## src/rtl/mbus_pkg.sv

```systemverilog
package mbus_pkg;

  parameter int MBUS_W = 16;

  typedef enum logic [2:0] {
    PH_IDLE  = 3'd0,
    PH_ADDR  = 3'd1,
    PH_AHOLD = 3'd2,
    PH_TURN  = 3'd3,
    PH_DATA  = 3'd4
  } phase_e;

  typedef struct packed {
    logic [MBUS_W-1:0] addr;
    logic [MBUS_W-1:0] wdata;
    logic              write;
    logic              io;
    logic              instr;
  } xfer_t;

  function automatic logic ph_active(input phase_e ph);
    return ph != PH_IDLE;
  endfunction

  function automatic logic ph_addr_part(input phase_e ph);
    return (ph == PH_ADDR) || (ph == PH_AHOLD);
  endfunction

  function automatic logic ph_data_part(input phase_e ph);
    return (ph == PH_TURN) || (ph == PH_DATA);
  endfunction

  function automatic int cycle_clocks(input int addr_waits, input int data_waits);
    return 4 + addr_waits + data_waits;
  endfunction

endpackage

```

## src/rtl/mbus_phase_fsm.sv

```systemverilog
module mbus_phase_fsm
  import mbus_pkg::*;
(
  input  logic   clk,
  input  logic   rst_n,
  input  logic   grant,
  input  logic   req_valid,
  input  logic   rdy_addr,
  input  logic   rdy_data,
  output phase_e phase,
  output logic   req_ready,
  output logic   ev_accept,
  output logic   ev_data_end,
  output logic   done
);

  phase_e ph_q;

  assign phase       = ph_q;
  assign req_ready   = (ph_q == PH_IDLE) && grant;
  assign ev_accept   = req_ready && req_valid;
  assign ev_data_end = (ph_q == PH_DATA) && rdy_data;

  always_ff @(posedge clk or negedge rst_n) begin
    if (!rst_n) begin
      ph_q <= PH_IDLE;
      done <= 1'b0;
    end else begin
      done <= ev_data_end;
      case (ph_q)
        PH_IDLE:  if (ev_accept) ph_q <= PH_ADDR;
        PH_ADDR:  ph_q <= PH_AHOLD;
        PH_AHOLD: if (rdy_addr) ph_q <= PH_TURN;
        PH_TURN:  ph_q <= PH_DATA;
        PH_DATA:  if (rdy_data) ph_q <= PH_IDLE;
        default:  ph_q <= PH_IDLE;
      endcase
    end
  end


  addr_wait_hold_chk: assert property (@(posedge clk) disable iff (!rst_n)
    (ph_q == PH_AHOLD && !rdy_addr) |=> (ph_q == PH_AHOLD));


  data_wait_hold_chk: assert property (@(posedge clk) disable iff (!rst_n)
    (ph_q == PH_DATA && !rdy_data) |=> (ph_q == PH_DATA && !done));


  done_single_chk: assert property (@(posedge clk) disable iff (!rst_n)
    done |=> !done);


  done_after_data_chk: assert property (@(posedge clk) disable iff (!rst_n)
    $rose(done) |-> $past(ph_q == PH_DATA));

endmodule

```

## src/rtl/mbus_req_latch.sv

```systemverilog
module mbus_req_latch
  import mbus_pkg::*;
(
  input  logic  clk,
  input  logic  rst_n,
  input  logic  load,
  input  logic  active,
  input  xfer_t req_in,
  output xfer_t cur
);

  always_ff @(posedge clk or negedge rst_n) begin
    if (!rst_n) begin
      cur <= '0;
    end else if (load) begin
      cur <= req_in;
    end
  end


  status_hold_chk: assert property (@(posedge clk) disable iff (!rst_n)
    (active && $past(active)) |-> $stable({cur.write, cur.io, cur.instr, cur.addr}));

endmodule

```

## src/rtl/mbus_pad_drive.sv

```systemverilog
module mbus_pad_drive
  import mbus_pkg::*;
(
  input  logic              clk,
  input  logic              rst_n,
  input  phase_e            phase,
  input  xfer_t             cur,
  input  logic              grant,
  input  logic              ev_data_end,
  input  logic [MBUS_W-1:0] ad_in,
  output logic [MBUS_W-1:0] ad_out,
  output logic              ad_oe,
  output logic              addr_valid,
  output logic              bus_write,
  output logic              bus_io,
  output logic              bus_instr,
  output logic              ctl_oe,
  output logic [MBUS_W-1:0] rd_data
);

  logic in_cycle, in_addr, in_data, drive_wdata;

  assign in_cycle    = ph_active(phase);
  assign in_addr     = ph_addr_part(phase);
  assign in_data     = ph_data_part(phase);
  assign drive_wdata = in_data && cur.write;

  always_comb begin
    ad_oe      = in_addr || drive_wdata;
    ad_out     = '0;
    if (in_addr)          ad_out = cur.addr;
    else if (drive_wdata) ad_out = cur.wdata;
    addr_valid = (phase == PH_ADDR);
    ctl_oe     = in_cycle || grant;
    bus_write  = in_cycle && cur.write;
    bus_io     = in_cycle && cur.io;
    bus_instr  = in_cycle && cur.instr;
  end

  always_ff @(posedge clk or negedge rst_n) begin
    if (!rst_n) begin
      rd_data <= '0;
    end else if (ev_data_end && !cur.write) begin
      rd_data <= ad_in;
    end
  end


  read_release_chk: assert property (@(posedge clk) disable iff (!rst_n)
    (in_data && !bus_write) |-> !ad_oe);


  idle_float_chk: assert property (@(posedge clk) disable iff (!rst_n)
    (!in_cycle && !grant) |-> (!ad_oe && !ctl_oe));


  status_owned_chk: assert property (@(posedge clk) disable iff (!rst_n)
    (bus_write || bus_io || bus_instr || addr_valid) |-> ctl_oe);

endmodule

```

## src/rtl/mbus_cycle_seq.sv

```systemverilog
module mbus_cycle_seq
  import mbus_pkg::*;
#(
  parameter int W = MBUS_W
) (
  input  logic         clk,
  input  logic         rst_n,
  input  logic         grant,
  input  logic         req_valid,
  output logic         req_ready,
  input  logic [W-1:0] req_addr,
  input  logic [W-1:0] req_wdata,
  input  logic         req_write,
  input  logic         req_io,
  input  logic         req_instr,
  output logic         done,
  output logic [W-1:0] rd_data,
  output logic [W-1:0] ad_out,
  output logic         ad_oe,
  input  logic [W-1:0] ad_in,
  output logic         addr_valid,
  output logic         bus_write,
  output logic         bus_io,
  output logic         bus_instr,
  output logic         ctl_oe,
  input  logic         rdy_addr,
  input  logic         rdy_data
);

  phase_e phase;
  logic   ev_accept, ev_data_end;
  xfer_t  req_in, cur;

  assign req_in = '{addr: req_addr, wdata: req_wdata, write: req_write,
                    io: req_io, instr: req_instr};

  mbus_phase_fsm u_fsm (
    .clk(clk), .rst_n(rst_n), .grant(grant), .req_valid(req_valid),
    .rdy_addr(rdy_addr), .rdy_data(rdy_data), .phase(phase),
    .req_ready(req_ready), .ev_accept(ev_accept),
    .ev_data_end(ev_data_end), .done(done)
  );

  mbus_req_latch u_latch (
    .clk(clk), .rst_n(rst_n), .load(ev_accept), .active(ph_active(phase)),
    .req_in(req_in), .cur(cur)
  );

  mbus_pad_drive u_pad (
    .clk(clk), .rst_n(rst_n), .phase(phase), .cur(cur), .grant(grant),
    .ev_data_end(ev_data_end), .ad_in(ad_in), .ad_out(ad_out),
    .ad_oe(ad_oe), .addr_valid(addr_valid), .bus_write(bus_write),
    .bus_io(bus_io), .bus_instr(bus_instr), .ctl_oe(ctl_oe),
    .rd_data(rd_data)
  );


  strobe_after_grant_chk: assert property (@(posedge clk) disable iff (!rst_n)
    $rose(addr_valid) |-> ($past(grant) && $past(req_valid)));


  addr_driven_chk: assert property (@(posedge clk) disable iff (!rst_n)
    addr_valid |-> (ad_oe && ctl_oe));

endmodule

```

## config.mk

```make
export PLATFORM = sky130hd
export DESIGN_NAME = mbus_cycle_seq
export DESIGN_NICKNAME = d
export VERILOG_FILES = /design/src/rtl/mbus_pkg.sv /design/src/rtl/mbus_phase_fsm.sv /design/src/rtl/mbus_req_latch.sv /design/src/rtl/mbus_pad_drive.sv /design/src/rtl/mbus_cycle_seq.sv
export SDC_FILE = /design/constraint.sdc
export NUM_CORES = 1
export LEC_CHECK = 0
export BUFFER_PORTS_ARGS = -buffer_cell sky130_fd_sc_hd__buf_2
export CELL_PAD_IN_SITES_DETAIL_PLACEMENT = 1
export CELL_PAD_IN_SITES_GLOBAL_PLACEMENT = 1
export CORE_MARGIN = 8
export CORE_UTILIZATION = 37
export CTS_BUF_LIST = sky130_fd_sc_hd__clkbuf_8
export DETAILED_ROUTE_END_ITERATION = 8
export PLACE_DENSITY_LB_ADDON = 0.1
export SKIP_CTS_REPAIR_TIMING = 1
export SLEW_MARGIN = 20
export SYNTH_ARGS = -nofsm -noshare
export SYNTH_HDL_FRONTEND = slang
export SYNTH_SLANG_ARGS = --single-unit
```

## constraint.sdc

```tcl
create_clock -name clk -period 1.7 [get_ports clk]
set_clock_uncertainty 0.05 [all_clocks]
set_input_delay 0.34 -clock clk [delete_from_list [all_inputs] [get_ports clk]]
set_output_delay 0.34 -clock clk [all_outputs]
set_load 0.03 [all_outputs]
```

==> results_dict.tcl <==
set metrics [dict create \
    final_util_pct 55.6 \
    setup_viol 67 \
    grt_setup_unrepaired "yes" \
    grt_pass1_vias 1971 \
    setup_tns_ps -8920 \
    fp.dieH_um 99.4 \
    crit_path_end_kind "primary output" \
    failed_checks "negative setup slack" \
    syn_inst 156 \
    clk_latency_ps 290 \
    final_nets 331 \
    dieArea_um2 9880 \
    yosys.area_share.adder_pct 0 \
    r2r_slack_ps -80 \
    yosysSeqAreaShare_pct 53.5 \
    cts-root-buf "clkbuf_8" \
    vias 1727 \
    dp_hpwl_um 4550 \
    drtIter0Drc 17 \
    coreArea_um2 6760 \
    grt_overflow 0 \
    synth_top_family_by_area "multiplexers" \
    place_area_um2 3290 \
    initial_core_util_pct 38.1 \
    place_ws_ps -81.0 \
    max_cap_viol_count 0 \
    hp-start "req_addr[7]" \
    synth-compound-area-share_pct 6.47 \
    grt_max_degree 56 \
    min_path_type "primary input to flop" \
    ys.flop_type "dfrtp_1" \
    yosysWarnings 0 \
    synth-seq-cells 55 \
    period_needed_ps 2080 \
    die_width_um 99.4 \
    routed_via_density 4.86 \
    tritoncts "done" \
    finalCritPeriodShare_pct 122 \
    gp_congestion 0.687 \
    grt_first_pass_wirelength_um 9990 \
    detail-route-antenna-nets 0 \
    netlist_area_um2 2570 \
    track_usage_pct 12.4 \
    synth_top_area_share_pct 53.5 \
    multi_input_area_um2 1240 \
    fin_area_um2 3760 \
    cts_sinks 55 \
    drive_above_1_share_pct 74.5 \
    synth_cell_types 28 \
    power_density_nw_per_um2 2300 \
    yosysMostFrequentCell "dfrtp_1" \
    wl_per_cell_um 19.3 \
    area_growth_pct 46.2 \
    path_max_fanout 8 \
    async_flop_share_pct 100 \
    cp_data_arrival_time_ps 1690 \
    synthTopCellsByArea "dfrtp_1 54%, mux2_4 23%, a22o_1 5.4%, mux2_2 5.3%, buf_12 3.1%" \
    synthSimpleGateAreaFrac_pct 5.98 \
    worstMarginPinSlew_ps 308 \
    antenna_found_initial 0 \
    cts_buffers 5 \
    seq_area_um2 1380 \
    cp-start-kind "flop" \
    num_rows 30 \
    muxShareOfSynthArea_pct 28.6 \
    io_pins 97 \
    port_buffers 96 \
    yosysTopAreaCell "dfrtp_1" \
    wirelength_um 6850 \
    drc_errors 0 \
    synthTopCellsByCount "55 x dfrtp_1, 40 x mux2_4, 16 x a22o_1" \
    fill_cells 670 \
    startpoint "u_fsm.phase[1]" \
    avgSynthCellArea_um2 16.5 \
    clk_pin_slew_ps 90 \
    timing.final.ws_setup_ps -381 \
    drt-pass1-iter-count 3 \
    critical_path_class "flop to primary output" \
    r2r_start "u_fsm.phase[1]" \
    n_antenna_cell 0 \
    p_leak_nw 1.87 \
    slew_headroom_pct 79.4 \
    synth-edff-count 0 \
    max_freq_mhz 481 \
    status "complete, but fails checks" \
    cts_htree_levels 2 \
    cp.required_ps 1310 \
    ir_worst_vdd_v 0.00148 \
    clock_tree.buffer_depth 2 \
    power_mw 8.65 \
    finalMaxSlewViolations 0 \
    finalHoldViolations 0 \
    synthesis.nets 213 \
    synth-xor-area-share_pct 0.340 \
]
-- worst max-delay path: stages (launching register included) --
cell and delay, ps:
dfrtp_2 450, and4b_2 270, a31o_4 280, a22o_4 260
buf_6 130
-- metrics by stage --
step / cells / hold WS [ps]
2_1_floorplan: 156 / -5.59
3_3_place_gp: 337 / 316
3_5_place_dp: 337 / 314
4_1_cts: 345 / -24.4
5_1_grt: 355 / 201
6_report: 355 / 217
-- registers in the layout, indices dropped and copies added, names as in the netlist --
name           cells
u_latch.cur       35
u_fsm.done         1
u_pad.rd_data     16
u_fsm.phase        3
-- power breakdown --
part	internal [mW]	total, mW	switching (mW)
clock	0.367	0.764	0.398
sequential	1.96	2.41	0.452
combinational	2.86	5.47	2.61
-- path summary, 6_finish.rpt --
path	cells past startpoint	end
worst max-delay path	4	ad_out[9]
worst min-delay path	2	u_latch.cur[26]
worst max register to register	5	u_latch.cur[17]
worst min register to register	1	u_pad.rd_data[3]
max in group asynchronous	3	u_fsm.phase[1]
min in group asynchronous	3	u_latch.cur[2]
-- cell usage in the layout (no fill, tap or decap), drive strengths merged --
cell type      n
nor3b          1
nor4           1
o21ai          1
xnor2          1
and4b          1
nand3b         1
dlygate4sd3    1
nand2          2
and2b          3
and2           1
or2b           1
buf          115
and3           1
inv            1
nor3           3
and3b          1
a21o           1
clkbuf        11
nor2           2
mux2          52
dfrtp         55
a22o          16
a21oi          1
a31o           2
-- layout make-up --
cell class	count	area share, %
clock buffers	7	2.56
clock inverters	1	0.0998
multi-input cells	92	32.9
flip-flops and latches	55	36.7
well taps	80	2.66
repair buffers	120	25.1
-- layer usage --
metal | GRT usage [%] | vias to the layer above | share of wire (%)
met4 | 2.79 | 0 | 0.55
met2 | 20.6 | 60 | 50
met1 | 15.5 | 859 | 43
met5 | 0 | - | 0
li1 | - | 803 | -
met3 | 3.77 | 5 | 6.2
-- logic make-up (layout without fill, tap and decap cells) --
logic type / Yosys count / after routing
buf+inv: 10 / 128
simple gates: 18 / 18
compound gates: 20 / 21
xor+xnor: 1 / 1
flops: 55 / 55
mux: 52 / 52
(Power assumes the default switching activity.)
